`config.mk`:
```
export PLATFORM = sky130hd
export DESIGN_NAME = ssi_pos_reader
export DESIGN_NICKNAME = d
export VERILOG_FILES = /design/src/rtl/ssi_pos_reader.sv
export SDC_FILE = /design/constraint.sdc
export NUM_CORES = 1
export LEC_CHECK = 0
export ABC_AREA = 0
export CORE_MARGIN = 2
export CORE_UTILIZATION = 40
export CTS_CLUSTER_DIAMETER = 60
export DETAILED_ROUTE_END_ITERATION = 8
export REMOVE_ABC_BUFFERS = 1
export SLEW_MARGIN = 20
export SYNTH_ARGS = -nofsm -noshare
export SYNTH_HDL_FRONTEND = slang
export SYNTH_SLANG_ARGS = --single-unit
```
`constraint.sdc`:
```
create_clock -name clk -period 2.35 [get_ports clk]
set_clock_uncertainty 0.15 [all_clocks]
set_input_delay 0.47 -clock clk [delete_from_list [all_inputs] [get_ports clk]]
set_output_delay 0.47 -clock clk [all_outputs]
set_load 0.005 [all_outputs]
```
`src/rtl/ssi_pos_reader.sv`:
```
module ssi_pos_reader #(
  parameter int POS_W    = 16,
  parameter int SLICE_W  = 8,
  parameter int HALF_CYC = 12,
  parameter int GAP_CYC  = 1000
) (
  input  logic               clk,
  input  logic               rst_n,
  input  logic               enc_data_i,
  output logic               enc_sclk_o,
  output logic [POS_W-1:0]   pos_o,
  output logic [SLICE_W-1:0] slice_o,
  output logic               slice_stb_o
);

  localparam int NBITS   = POS_W + 1;
  localparam int CNT_MAX = (GAP_CYC > HALF_CYC) ? GAP_CYC : HALF_CYC;
  localparam int CW      = $clog2(CNT_MAX + 1);
  localparam int BW      = $clog2(NBITS + 1);

  typedef enum logic [1:0] {ST_GAP, ST_LOW, ST_HIGH} st_t;

  st_t              st;
  logic [CW-1:0]    cnt;
  logic [BW-1:0]    bitn;
  logic [POS_W-1:0] shreg;
  logic [POS_W-1:0] pos_q;
  logic             sclk_q, stb_q;
  logic             din_m, din_s;

  wire half_done = (cnt == CW'(HALF_CYC - 1));
  wire gap_done  = (cnt == CW'(GAP_CYC - 1));
  wire last_bit  = (bitn == BW'(NBITS - 1));

  always_ff @(posedge clk) begin
    if (!rst_n) begin
      din_m <= 1'b1;
      din_s <= 1'b1;
    end else begin
      din_m <= enc_data_i;
      din_s <= din_m;
    end
  end

  always_ff @(posedge clk) begin
    if (!rst_n) begin
      st     <= ST_GAP;
      cnt    <= '0;
      bitn   <= '0;
      shreg  <= '0;
      pos_q  <= '0;
      sclk_q <= 1'b1;
      stb_q  <= 1'b0;
    end else begin
      stb_q <= 1'b0;
      unique case (st)
        ST_GAP: begin
          if (gap_done) begin
            st     <= ST_LOW;
            cnt    <= '0;
            bitn   <= '0;
            sclk_q <= 1'b0;
          end else begin
            cnt <= cnt + 1'b1;
          end
        end
        ST_LOW: begin
          if (half_done) begin
            cnt    <= '0;
            sclk_q <= 1'b1;
            if (last_bit) begin
              st <= ST_GAP;
              if (!din_s) begin
                pos_q <= shreg;
                stb_q <= (shreg[POS_W-1 -: SLICE_W] != pos_q[POS_W-1 -: SLICE_W]);
              end
            end else begin
              st    <= ST_HIGH;
              shreg <= {shreg[POS_W-2:0], din_s};
            end
          end else begin
            cnt <= cnt + 1'b1;
          end
        end
        default: begin
          if (half_done) begin
            st     <= ST_LOW;
            cnt    <= '0;
            sclk_q <= 1'b0;
            bitn   <= bitn + 1'b1;
          end else begin
            cnt <= cnt + 1'b1;
          end
        end
      endcase
    end
  end

  assign enc_sclk_o  = sclk_q;
  assign pos_o       = pos_q;
  assign slice_o     = pos_q[POS_W-1 -: SLICE_W];
  assign slice_stb_o = stb_q;

  logic [CW-1:0] lo_run, hi_run;
  always_ff @(posedge clk) begin
    if (!rst_n) begin
      lo_run <= '0;
      hi_run <= '0;
    end else begin
      lo_run <= sclk_q ? '0 : ((&lo_run) ? lo_run : lo_run + 1'b1);
      hi_run <= sclk_q ? ((&hi_run) ? hi_run : hi_run + 1'b1) : '0;
    end
  end

  AST_LOW_PHASE: assert property (@(posedge clk) disable iff (!rst_n)
    $rose(enc_sclk_o) |-> lo_run == CW'(HALF_CYC)) else $error("low phase width");
  AST_HIGH_OR_GAP: assert property (@(posedge clk) disable iff (!rst_n)
    $fell(enc_sclk_o) |-> (hi_run == CW'(HALF_CYC) || hi_run == CW'(GAP_CYC))) else $error("high phase or gap width");
  AST_POS_ON_RISE: assert property (@(posedge clk) disable iff (!rst_n)
    !$stable(pos_o) |-> $rose(enc_sclk_o)) else $error("position moved off a rising edge");
  AST_STB_NEW_SLICE: assert property (@(posedge clk) disable iff (!rst_n)
    slice_stb_o |-> slice_o != $past(slice_o)) else $error("strobe without slice change");
  AST_STB_ONE_CYCLE: assert property (@(posedge clk) disable iff (!rst_n)
    slice_stb_o |=> !slice_stb_o) else $error("strobe wider than one cycle");
  AST_SLICE_MOVE_STB: assert property (@(posedge clk) disable iff (!rst_n)
    (slice_o != $past(slice_o)) |-> slice_stb_o) else $error("slice moved silently");

endmodule

```
==> run summary, run 1 <==
The run finished with clean final reports. The total of flip-flops plus latches after synthesis is 53. The slack of the worst reg-to-reg path is 140 ps. STA classifies the critical path endpoint as a flop.

The length of the first detailed-routing pass in iterations came out at 4. The setup violation total in the final timing report came out at 0. The detail-routed via count per cell is around 5.1. The pin slew with the least headroom to its limit came out at ~540 ps.

The number of cells on the worst reg-to-reg path is 5. The number of enable-type register cells in the synthesized netlist is 0. The count of max-cap constraint violations came out at 0. The final layout contains routed wiring with a total length of roughly 4 mm. Synthesis produced a netlist whose cell count is between 200 and 300. The number of design rule violations left after detail routing came out at 0.

The area of the core is around 5200 um^2. The number of fill cells in the layout came out at ~500. After synthesis, the share of flip-flops with an asynchronous set or reset is 0.

The category of the worst setup path launch point is a flop. The register area is about 1100 um^2. The finished cells cover about 2600 um^2. After synthesis, the netlist uses 37 different library cells. The die outline area came out at 6010 um^2.

In this run the deepest clock path goes through 2 buffers. Buffers inserted during clock tree synthesis total 5. The smallest hold slack came out at approximately 270 ps. The number of instances in the placed design came out at roughly 330. Clock tree synthesis found a total of 53 sinks. The first-pass GRT wire length is approximately 7.1 mm. The arrival time at the worst endpoint is between 2000 and 2500 ps.

The area of the multi-input gates came out at approximately 1000 um^2. The warning count from the yosys run came out at 0. The detailed placer's ending HPWL is 2.81 mm.

In this run the power density over the cells is 602 nW/um^2. The signed area change from the synthesized netlist to the final layout is 20.1%. The count of pins over their slew limit is 0. The number of antenna violations at the first check in global routing is 0. 29 I/O pins were placed. For this design the static power due to leakage is 0.944 nW. The sum of overflow across all layers after global routing came out at 0. The number of hold buffers added after cts came out at 0.

In this run the worst hold path is classified as reg -> reg. The wire length per cell came out at 12.0 um. Once layout is complete, the utilization of the core stands at 0.502. During placement, the flow inserted port buffers numbering 28. Counting instances, the worst hold path has a depth of 1. The number of design-rule violations left by the first detailed-router iteration is 88. Entering global routing, the biggest net connects 34 pins. The effective utilization at floorplan came out at 0.418. The critical setup path kind is reg -> reg.

The total via count after detailed routing came out at ~1700. A synthesized cell averages around 8.6 um^2. The post-detailed-route count of antenna-violating nets came out at 0. The maximum fanout count along the critical path came out at 5. The most instantiated flip-flop cell in the synthesis netlist is dfxtp_1. The largest vdd supply drop came out at around 0.32 mV. The final hold violation count is 0.

In the final design database the tool counted about 280 nets. The height of the chip is 77.5 um. The proportion of layout cells with a drive suffix above 1 is 0.0738. The TritonCTS clock tree is done.

The final sum of negative setup slack is 0 ps. The worst max-slew margin expressed relative to the limit came out at 0.641. The final critical-path share of the clock period is 0.942. The placed instance area came out at ~2500 um^2. The finished layout holds between 300 and 400 standard cells, fillers aside. The number of global-route vias before repair came out at between 1500 and 2000.

In this run the cell area of the synthesized design comes to 2160 um^2. The congestion estimate from routability-driven global placement came to 0.758. The deepest level of the CTS H-tree came out at 2. The root buffer cell chosen for the clock tree is clkbuf_8.

Leaving out fill and tap cells, the most frequent cell in the layout is dfxtp_1. For hold timing, the worst endpoint is din_s. The top achievable clock speed came out at roughly 0.45 GHz. 0 antenna diodes ended up in the layout.

The chip width came out at roughly 78 um. The time the final worst path needs with I/O delays and setup is about 2200 ps. Setup repair after global routing left no endpoint under its margin.

The capture instance of the worst register-to-register path is bitn[2]. The start point of the worst hold path is din_m. After floorplanning, the core was divided into 26 placement rows. The startpoint of the worst register-to-register path is st[0]. The post-CTS setup-driven buffer insertion count came out at 0. Of the synthesized area, sequential elements account for 0.490. The clock input transition at the sequential cells of the worst setup and hold paths came out at about 100 ps.

Leaving out fill and tap cells, the most frequent cells in the layout are 53 x dfxtp_1, 42 x nand3_1, 34 x o21ai_0, 27 x clkdlybuf4s50_1, 24 x nand2_1. The clock latency of the later-clocked register in the worst-skew pair came out at approximately 310 ps. The data required time at the worst endpoint is around 2400 ps. The overall global routing resource usage came out at 0.145.
==> power by group <==
part	leakage [nW]	internal (mW)	switching (mW)
Sequential	0.428	0.903	0.00373
Clock	0.0546	0.316	0.301
Combinational	0.462	0.0141	0.0255
Total	0.944	1.23	0.330
==> cells by family (layout without fill, tap and decap cells) <==
family | Yosys count | after routing | share of synthesized area
xor gates and xnor gates | 16 | 16 | 0.0648
DFF | 53 | 53 | 0.490
AOI/OAI and AO/OA | 46 | 46 | 0.118
adders and majority gates | 3 | 3 | 0.0174
muxes | 1 | 1 | 0.00463
buffers and inverters | 27 | 47 | 0.0613
and+or+nand+nor | 105 | 105 | 0.243
==> flip-flops by register name, indices dropped and copies added (netlist names) <==
name,flops
bitn,5
slice_stb_o,1
pos_o,16
shreg,16
din_m,1
din_s,1
enc_sclk_o,1
st,2
cnt,10
==> area by class of cell <==
type                            instances  share of cell area
Clock buffer                            5              0.0265
Clock inverter                          2              0.0149
Inverter                                4             0.00578
Multi-Input combinational cell        171               0.375
Sequential cell                        53               0.408
Tap cell                               70              0.0337
Timing Repair Buffer                   36               0.135
==> per-layer routing <==
metal  GRT usage  wire (um)  up-vias
met4      0.0536         53        0
met2       0.227       1820       29
met1       0.196       2070      799
li1            -          -      896
met5           0          0        -
met3      0.0337        150        4
==> timing repair <==
item / 4_1_cts / 5_1_grt
endpoints found under the setup margin: 0 / 4
hold endpoints to repair: 0 / 0
resized for setup: 0 / 1
==> metrics by stage <==
| stage | setup WS, ps | power, mW |
|---|---|---|
| CTS | 137 | 1.58 |
| global placement | 163 | 0.968 |
| detailed placement | 148 | 0.968 |
| global route | 39.1 | 1.62 |
| finish | 137 | 1.56 |
| floorplan | -882 | 0.941 |
==> worst max-delay path: stages, from the launching register on <==
cell and delay, ps:
dfxtp_1 360, or4b_1 520, or4_4 460, o31a_4 150, or3_1 350, a31oi_1 150
==> synthesized netlist by cell type (2+ instances only) <==
cell,instances,area share
xor2_1,13,0.053
a21oi_1,5,0.012
nand3_1,42,0.097
and3_1,4,0.012
nor2_1,17,0.029
clkbuf_1,12,0.021
buf_1,2,0.0035
nand2b_1,2,0.0058
xnor2_1,3,0.012
buf_4,8,0.028
or3_1,2,0.0058
inv_1,4,0.0069
nand2_1,24,0.042
nor4_1,2,0.0058
ha_1,3,0.017
o21ai_0,34,0.079
a22oi_1,2,0.0069
dfxtp_1,53,0.49
==> worst max path at each step <==
stage               startpoint           to  cells past startpoint
floorplan               cnt[0]    shreg[10]                      5
global placement       bitn[0]  slice_stb_o                      6
detailed placement       st[0]      bitn[2]                      5
CTS                      st[0]      bitn[2]                      5
global route            cnt[0]     pos_o[4]                      7
finish                   st[0]      bitn[2]                      5
Power figures use the tool's default switching activity.
==> run 2: changes to the inputs <==
--- a/config.mk
+++ b/config.mk
@@ -6,7 +6,6 @@
 export NUM_CORES = 1
 export LEC_CHECK = 0
 export ABC_AREA = 0
-export CORE_MARGIN = 2
 export CORE_UTILIZATION = 40
 export CTS_CLUSTER_DIAMETER = 60
 export DETAILED_ROUTE_END_ITERATION = 8
==> run summary, run 2 (synthesis gave the netlist of run 1 again) <==
The maximum fanout count along the critical path came out at 6. The final critical-path share of the clock period came out at 0.931. The TritonCTS clock tree is done. The number of antenna violations at the first check in global routing is 0.

The clock root buffer master is clkbuf_8. The weighted congestion reported at the end of routability-driven placement came out at roughly 0.76. The startpoint identified for the worst hold timing path is din_m. The capture instance of the worst register-to-register path is bitn[3]. The number of instances in the placed design came out at roughly 340. The critical setup path kind is reg -> reg. Leaving out fill and tap cells, the most frequent cell in the layout is dfxtp_1. The floorplan has 26 rows.

Dividing the detail-routed wire length by the instance count gives ~12 um. The first-pass GRT wire length came out at 6.83 mm. The number of antenna repair diodes came out at 0. The detailed placer's ending HPWL is 2.85 mm.

The share of total power in combinational logic came out at 0.026. The number of global-route vias before repair came out at 1521. The number of fill cells in the layout came out at approximately 520. The clock latency of the later-clocked register in the worst-skew pair came out at about 310 ps.

The path with the worst hold slack has its endpoint at din_s. In this run, the number of DRC markers left after iteration 0 of detailed routing was 89. Internal power comes to roughly 1.1 mW.

The areal power density over the cells is around 570 nW/um^2. The worst max-slew margin expressed relative to the limit is 0.753. The setup violation total in the final timing report came out at 0. In the global route stage, overall resource usage came out at 0.160. The clock net sink count is 53. In the final layout, the share of cells above drive strength 1 is 0.0769. The largest net degree at the start of global routing came out at 38. The number of hold buffers added after cts came out at 0.

At the pin with the least slew margin, the transition time is 361 ps. The clock input transition at the sequential cells of the worst setup and hold paths came out at about 90 ps. The post-detailed-route count of antenna-violating nets is 0.

The share of total power in sequential cells is 0.619. The number of gates resized after cts came out at 0. The pre-antenna-repair detailed-routing pass consisted of 4 iterations.

Data on the critical path is required at its endpoint by approximately 2400 ps. The height of the chip is 75.5 um. The smallest hold slack came out at around 270 ps.

The deepest level of the CTS H-tree came out at 2. The detail-routed via count per cell is slightly above 5. STA classifies the critical path endpoint as a flop.

The register area came out at roughly 1100 um^2. The startpoint of the worst register-to-register path is cnt[4]. In this run the static leakage power is 0.940 nW. The worst path setup slack after routing came out at ~160 ps. The arrival time at the worst endpoint came out at approximately 2300 ps.

The overall power of the completed layout is around 1.5 mW. The worst setup timing slack at the placement stage is ~170 ps. The final instance area came out at 2590 um^2. The number of standard cells in the layout, taps in and fillers out came out at 343. The final hold violation count came to 0. The total CTS buffers is 5. In this run the tool buffered the top-level ports with 28 buffer cells.

The area of the core is about 5200 um^2. Setup repair after global routing left no endpoint under its margin. The number of design rule violations left after detail routing is 0. The clock share of power came out at 0.354. The total via count after detailed routing is approximately 1700.

The floorplan step defined a die boundary enclosing between 5000 and 6000 um^2. Counting instances, the worst hold path has a depth of 1. The worst setup path is launched from a flop.

Of the total power, the share spent switching nets is 0.228. The worst hold path class is reg -> reg. The top cell types in the final layout, fill and taps aside, are 53 x dfxtp_1, 42 x nand3_1, 34 x o21ai_0, 27 x clkdlybuf4s50_1, 24 x nand2_1. Post-CTS timing repair inserted 0 buffers for setup. The number of nets at the end of the flow is 278. The count of pins over their slew limit was 0. The top achievable clock speed is about 0.46 GHz. The largest vdd supply drop came out at 0.339 mV. The count of max-cap constraint violations is 0. The floorplan step set the die width to approximately 76 um. The worst-case clock buffer depth came out at 2. The initial utilization of the core area, before any placement, comes to 0.418. The worst reg-to-reg path cell count came out at 5.

The slack of the worst reg-to-reg path came out at 160 ps. For this run the aggregate overflow at the end of global routing stands at 0. The time the final worst path needs with I/O delays and setup came out at between 2000 and 2500 ps. The final layout contains routed wiring with a total length of 4.10 mm. The signed area change from the synthesized netlist to the final layout came out at 19.8%. The flow ran to the end, and the final reports show no timing, DRC or antenna violations. The placed instance area came out at between 2000 and 3000 um^2. The top-level I/O count came out at 29.

In this run the power spent charging and discharging nets is between 300 and 400 uW. The multi-input combinational cells in the finished layout cover a total of 975 um^2.
## run 2: changes by cell type in the layout (fill, tap and decap cells not counted), sizes merged
cell    previous run  this run
buf                9        10
bufinv             1         0
clkbuf             5         6
clkinv             0         1
## run 2: worst max-delay path by stage
stage | startpoint | end
floorplan | cnt[0] | shreg[10]
global placement | bitn[0] | slice_stb_o
detailed placement | cnt[4] | bitn[3]
CTS | bitn[0] | slice_stb_o
global route | bitn[0] | slice_stb_o
finish | cnt[4] | bitn[3]
## run 2: cell type report
class / instances / area share
well taps: 70 / 0.0338
repair buffers: 37 / 0.142
inverters: 4 / 0.00579
flip-flops and latches: 53 / 0.409
clock buffers: 6 / 0.0280
clock inverters: 2 / 0.00531
multi-input cells: 171 / 0.376
## run 2: metal layers
metal / vias up / part of all wire / global-route usage
li1: 903 / - / -
met1: 798 / 0.49 / 0.212
met2: 32 / 0.45 / 0.247
met3: 7 / 0.042 / 0.0437
met4: 0 / 0.018 / 0.0679
met5: - / 0 / 0
## run 2: worst max-delay path, stage by stage, from the launching register on
cell and delay (ps):
dfxtp_1 380, or4b_1 490, or4_4 450, a2111oi_0 420
a21oi_1 80, a21oi_1 150
## run 2: power by group through the flow
stage	Sequential (mW)	Clock [mW]	Combinational, mW
after floorplan	0.928	0	0.0126
after global placement	0.928	0	0.0399
after detailed placement	0.928	0	0.0396
after CTS	0.907	0.535	0.0396
after global routing	0.909	0.571	0.0438
final	0.907	0.519	0.0388
## run 2: per-stage QoR
step                utilization  TNS (ps)
floorplan                     -    -15590
global placement          0.485         0
detailed placement        0.485         0
CTS                       0.501         0
global route              0.501         0
finish                    0.501         0
